## config.mk

```make
export PLATFORM = sky130hd
export DESIGN_NAME = wfi_int_seq
export DESIGN_NICKNAME = d
export VERILOG_FILES = /design/src/rtl/wfi_pkg.sv /design/src/rtl/wfi_int_sense.sv /design/src/rtl/wfi_seq_fsm.sv /design/src/rtl/wfi_flag_reg.sv /design/src/rtl/wfi_int_seq.sv
export SDC_FILE = /design/constraint.sdc
export NUM_CORES = 1
export LEC_CHECK = 0
export BUFFER_PORTS_ARGS = -buffer_cell sky130_fd_sc_hd__clkbuf_2
export CORE_MARGIN = 4
export CORE_UTILIZATION = 33
export CTS_BUF_LIST = sky130_fd_sc_hd__clkbuf_4 sky130_fd_sc_hd__clkbuf_8 sky130_fd_sc_hd__clkbuf_16
export DETAILED_ROUTE_END_ITERATION = 8
export GPL_ROUTABILITY_DRIVEN = 0
export SLEW_MARGIN = 20
export SYNTH_ARGS = -nofsm -noshare
export SYNTH_HDL_FRONTEND = slang
export SYNTH_SLANG_ARGS = --single-unit
```

## constraint.sdc

```tcl
create_clock -name clk -period 2.85 [get_ports clk]
set_clock_uncertainty 0.05 [all_clocks]
set_input_delay 0.57 -clock clk [delete_from_list [all_inputs] [get_ports clk]]
set_output_delay 0.57 -clock clk [all_outputs]
set_load 0.02 [all_outputs]
```

## src/rtl/wfi_pkg.sv

```systemverilog
package wfi_pkg;

    typedef enum logic [1:0] {
        OPC_PLAIN = 2'd0,
        OPC_WAIT  = 2'd1,
        OPC_FLAG  = 2'd2,
        OPC_RSVD  = 2'd3
    } op_class_e;

    typedef enum logic [1:0] {
        SQ_IDLE  = 2'd0,
        SQ_SLEEP = 2'd1,
        SQ_IO1   = 2'd2,
        SQ_IO2   = 2'd3
    } seq_state_e;

    // Interrupt view seen by the sequencer in the current cycle
    typedef struct packed {
        logic nmi_pend;   // latched NMI edge, registered
        logic irq_act;    // IRQ level sampled at the last edge
        logic nmi_fall;   // NMI falling in this cycle
        logic irq_now;    // IRQ level in this cycle
    } int_view_t;

    // Anything that ends a wait
    function automatic logic wake_any(int_view_t v);
        return v.nmi_pend | v.irq_act | v.nmi_fall | v.irq_now;
    endfunction

    // Pending at start of cycle, mask ignored (wait length choice)
    function automatic logic pend_raw(int_view_t v);
        return v.nmi_pend | v.irq_act;
    endfunction

    // Pending at start of cycle for vectoring
    function automatic logic pend_vec(int_view_t v, logic mask);
        return v.nmi_pend | (v.irq_act & ~mask);
    endfunction

endpackage

```

## src/rtl/wfi_int_sense.sv

```systemverilog
module wfi_int_sense
    import wfi_pkg::*;
(
    input  logic      clk,
    input  logic      rst,
    input  logic      irq_n,
    input  logic      nmi_n,
    input  logic      nmi_ack,
    output int_view_t view
);
    logic irq_act_q;
    logic nmi_prev_q;
    logic nmi_pend_q;
    logic nmi_fall;

    assign nmi_fall = nmi_prev_q & ~nmi_n;

    always_ff @(posedge clk) begin
        if (rst) begin
            irq_act_q  <= 1'b0;
            nmi_prev_q <= 1'b1;
            nmi_pend_q <= 1'b0;
        end else begin
            irq_act_q  <= ~irq_n;
            nmi_prev_q <= nmi_n;
            nmi_pend_q <= nmi_fall | (nmi_pend_q & ~nmi_ack);
        end
    end

    always_comb begin
        view.nmi_pend = nmi_pend_q;
        view.irq_act  = irq_act_q;
        view.nmi_fall = nmi_fall;
        view.irq_now  = ~irq_n;
    end
endmodule

```

## src/rtl/wfi_seq_fsm.sv

```systemverilog
module wfi_seq_fsm
    import wfi_pkg::*;
(
    input  logic       clk,
    input  logic       rst,
    input  logic       instr_start,
    input  op_class_e  cls_in,
    input  logic       last_cycle,
    input  int_view_t  view,
    output seq_state_e state,
    output logic       cyc_io,
    output logic       done,
    output op_class_e  cls_eff
);
    seq_state_e st_q, st_d;
    op_class_e  cls_q;
    logic       start_here;

    assign start_here = instr_start && (st_q == SQ_IDLE);

    always_comb begin
        st_d   = st_q;
        cyc_io = 1'b1;
        done   = 1'b0;
        case (st_q)
            SQ_IDLE: begin
                cyc_io = 1'b0;
                if (start_here && cls_in == OPC_WAIT)
                    st_d = pend_raw(view) ? SQ_IO1 : SQ_SLEEP;
                else
                    done = last_cycle;
            end
            SQ_SLEEP: if (wake_any(view)) st_d = SQ_IO1;
            SQ_IO1:   st_d = SQ_IO2;
            SQ_IO2: begin
                done = 1'b1;
                st_d = SQ_IDLE;
            end
            default:  st_d = SQ_IDLE;
        endcase
    end

    always_ff @(posedge clk) begin
        if (rst) begin
            st_q  <= SQ_IDLE;
            cls_q <= OPC_PLAIN;
        end else begin
            st_q <= st_d;
            if (start_here) cls_q <= cls_in;
        end
    end

    assign cls_eff = start_here ? cls_in : cls_q;
    assign state   = st_q;
endmodule

```

## src/rtl/wfi_flag_reg.sv

```systemverilog
module wfi_flag_reg #(
    parameter logic RST_VAL = 1'b1
) (
    input  logic clk,
    input  logic rst,
    input  logic commit,
    input  logic new_val,
    output logic flag
);
    always_ff @(posedge clk) begin
        if (rst)         flag <= RST_VAL;
        else if (commit) flag <= new_val;
    end
endmodule

```

## src/rtl/wfi_int_seq.sv

```systemverilog
module wfi_int_seq
    import wfi_pkg::*;
#(
    parameter logic FLAG_RST_VAL = 1'b1
) (
    input  logic       clk,
    input  logic       rst,
    input  logic       irq_n,
    input  logic       nmi_n,
    input  logic       instr_start,
    input  logic [1:0] op_class,
    input  logic       last_cycle,
    input  logic       flag_new,
    output logic       cyc_io,
    output logic       instr_done,
    output logic       take_int,
    output logic       take_nmi,
    output logic       iflag
);
    int_view_t  view;
    seq_state_e seq_state;
    op_class_e  cls_eff;
    logic       flag_commit;

    wfi_int_sense u_sense (
        .clk     (clk),
        .rst     (rst),
        .irq_n   (irq_n),
        .nmi_n   (nmi_n),
        .nmi_ack (take_nmi),
        .view    (view)
    );

    wfi_seq_fsm u_fsm (
        .clk         (clk),
        .rst         (rst),
        .instr_start (instr_start),
        .cls_in      (op_class_e'(op_class)),
        .last_cycle  (last_cycle),
        .view        (view),
        .state       (seq_state),
        .cyc_io      (cyc_io),
        .done        (instr_done),
        .cls_eff     (cls_eff)
    );

    // Flag write lands after the check made in the same final cycle
    assign flag_commit = instr_done && (cls_eff == OPC_FLAG);

    wfi_flag_reg #(.RST_VAL(FLAG_RST_VAL)) u_flag (
        .clk     (clk),
        .rst     (rst),
        .commit  (flag_commit),
        .new_val (flag_new),
        .flag    (iflag)
    );

    assign take_int = instr_done & pend_vec(view, iflag);
    assign take_nmi = instr_done & view.nmi_pend;
endmodule

```

==> results.tsv <==
stage	metric	value	unit
run_status	status	completed	
synth	async_flop_share	0	%
die	die_w	45.81	um
sta	finalSetupViolCount	0	
worst_setup_path	setup.worst_path.start	u_fsm.state[0]$_SDFFE_PP0P_	
synth	synth_common_cells	dfxtp_1 (8), inv_1 (7), nor2_1 (7)	
synth	yosys_warnings	0	
worst_setup_path	regToRegStartpoint	u_fsm.state[0]$_SDFFE_PP0P_	
clocking	cts_max_level	1	
routing	dr_total_vias	405	
die	ios	14	
worst_setup_path	arrival	1.93	ns
routing	routed_wl	925	um
cells_and_area	final_area	574.3	um2
power_and_ir_drop	p_leak	0.2878	nW
synth	ys_ff_latch	8	
synth	synth.top_cell.area_share	33.95	%
cells_and_area	instances_no_fill	84	
clocking	post_cts_buffers	0	
worst_setup_path	crit_buf_inv	2	
grt	track_usage	9.864	%
clocking	cts_tree	yes	
worst_setup_path	r2r_end	u_flag.flag$_SDFFE_PP1P_	
sta	final_max_slew_viol_count	0	
min_path	hp-class	reg2reg	
sta	worstMarginPinSlew	0.3250	ns
worst_setup_path	cp_max_fo	6	
synth	synth_edf_count	0	
synth	syn_inst	54	
sta	fin_crit	2.548	ns
sta	hold_violations	0	
die	die_y	45.81	um
sta	relSlewSlack	78.34	%
worst_setup_path	crit_chain	inv_1 -> ha_1 -> and2b_1 -> a32oi_4 -> and2b_2 -> clkbuf_2	
clocking	clk_pin_slew	0.06	ns
clocking	clkSinkCount	8	
worst_setup_path	cp.depth	6	
die	design.die.area	2098	um2
cells_and_area	n_antenna_cell	0	
cells_and_area	fin_nets	85	
sta	fmax	392.5	MHz
clocking	clk_latency	0.25	ns
power_and_ir_drop	p_per_area	944.3	nW/um2
clocking	clock-root-buffer	clkbuf_4	
grt	grt_pass1_vias	359	
routing	postRouteAntennaNets	0	
worst_setup_path	required	2.23	ns
grt	overflow	0	
place	portBuffers	13	
sta	rsz0062_at_grt	no	
clocking	cts_hold_buf	0	
place	dpl-instance-area	551.8	um2
synth	ys.flop_type	dfxtp_1	
cells_and_area	fill_cells	142	
worst_setup_path	worstSetupEndpoint	take_nmi	
place	dp_hpwl	755	um
clocking	ctsResizeCount	0	
cells_and_area	drive_gt1_share	28.99	%
synth	yosysTopAreaCell	dfxtp_1	
run	maxCapViolCount	0	
die	rows	13	
routing	drt_iter0_markers	0	
place	dp.cells	81	
worst_setup_path	rr_worst_depth	6	
power_and_ir_drop	peakVddDrop	0.3910	mV
sta	fin_crit_sh	89.40	%
clocking	cts-buffers-inserted	3	
routing	wl_per_cell	11.01	um
synth	ys_types	22	
grt	grt_start_max_net_pins	9	
worst_setup_path	crit_family	simple AND/OR/NAND/NOR gates	
cells_and_area	fin_util	43.59	%
die	initial_utilization	35.80	%
grt	antenna_found_initial	0	
cells_and_area	area_delta_synth_final	21.75	%
synth	synth.top_cells.by_area	dfxtp_1 (34%), ha_1 (13%), a32oi_4 (5.8%), inv_1 (5.6%), nor2_1 (5.6%)	
routing	drtPass1Iterations	1	
worst_setup_path	path_class	reg2out	
synth	avgSynthCellArea	8.735	um2
synth	synth_area	471.7	um2
worst_setup_path	cp-end-kind	primary output	
routing	route.detailed.drc	0	
worst_setup_path	crit_slowest_cell	dfxtp_1	
worst_setup_path	cp-start-kind	register	
synth	yosysMostFrequentCell	dfxtp_1	
synth	synth_nets	68	
min_path	min_from	u_fsm.cls_q[0]$_SDFF_PP0_	
sta	tns	0	ns
die	core_area	1318	um2
worst_setup_path	critPathMaxStageDelay	0.38	ns
routing	vias_per_cell	4.821	
clocking	clockBufferDepth	2	
synth	ys_seq_area_share	33.95	%
grt	grt_pass1_wl	1.442	mm
worst_setup_path	rrSetupSlack	1.04	ns
-- flip-flops by register name (all words and copies together), names as in the netlist --
signal / cells
u_fsm.state: 2
u_sense.irq_act_q: 1
u_fsm.cls_q: 2
u_sense.nmi_prev_q: 1
u_sense.nmi_pend_q: 1
u_flag.flag: 1
-- metrics by stage --
step | worst slack [ns] | hold WS, ns | total power, mW
6_report | 0.3020 | 0.4058 | 0.5423
5_1_grt | 0.1840 | 0.4391 | 0.5943
4_1_cts | 0.2740 | 0.4105 | 0.5537
3_5_place_dp | 0.5491 | 0.4020 | 0.4616
3_3_place_gp | 0.5827 | 0.3993 | 0.4591
2_1_floorplan | 0.7471 | 0.3863 | 0.3919
-- kinds of logic after synthesis --
kind of cell             Yosys count  share of synthesized area (%)
AO/OA/AOI/OAI                     11                          19.37
adder cells (fa/ha/maj)            5                          13.26
buffers and inverters              8                          6.366
flip-flops                         8                          33.95
multiplexers                       2                          4.244
AND/OR/NAND/NOR                   20                          22.82
-- power breakdown --
group          total [mW]  internal, mW  switching [mW]
clock              0.0870        0.0482          0.0388
combinational       0.300         0.125           0.175
sequential          0.155         0.136          0.0191
total               0.542         0.309           0.233
-- worst min-delay path, delay by kind of cell, from the launching register on --
kind	cells	cell delay (ns)
AOI/OAI and AO/OA	1	0.05
and+or+nand+nor	1	0.05
DFF	1	0.31
-- worst min-delay path by stage --
stage	endpoint	slack [ns]	cells past startpoint
2_1_floorplan	u_fsm.cls_q[0]$_SDFF_PP0_	0.39	2
3_3_place_gp	u_fsm.cls_q[1]$_SDFF_PP0_	0.40	2
3_5_place_dp	u_fsm.cls_q[0]$_SDFF_PP0_	0.40	2
4_1_cts	u_fsm.cls_q[0]$_SDFF_PP0_	0.41	2
5_1_grt	u_sense.irq_act_q$_SDFF_PP0_	0.44	2
6_report	u_fsm.cls_q[0]$_SDFF_PP0_	0.41	2
-- routing by layer --
| layer | global-route usage (%) | up-vias | share of wire [%] |
|---|---|---|---|
| li1 | - | 212 | - |
| met1 | 12.03 | 181 | 45 |
| met2 | 15.04 | 12 | 47 |
| met3 | 4.743 | 0 | 8.0 |
| met4 | 3.409 | 0 | 0 |
| met5 | 0 | - | 0 |
-- cells in the final DEF, fill, tap and decap left out, types with 2 or more instances in the layout --
cell / n
a21oi_1: 5
clkbuf_2: 13
clkbuf_4: 3
dfxtp_1: 8
ha_1: 5
inv_1: 7
mux2i_1: 2
nand2_1: 4
nand3_1: 2
nor2_1: 7
-- area by class of cell --
cell class	count	area [um2]	area share, %
Tap cell	15	18.77	3.268
Timing Repair Buffer	13	65.06	11.33
Clock buffer	3	22.52	3.922
Multi-Input combinational cell	38	281.5	49.02
Sequential cell	8	160.2	27.89
Inverter	7	26.28	4.575
Power figures use the tool's default switching activity.
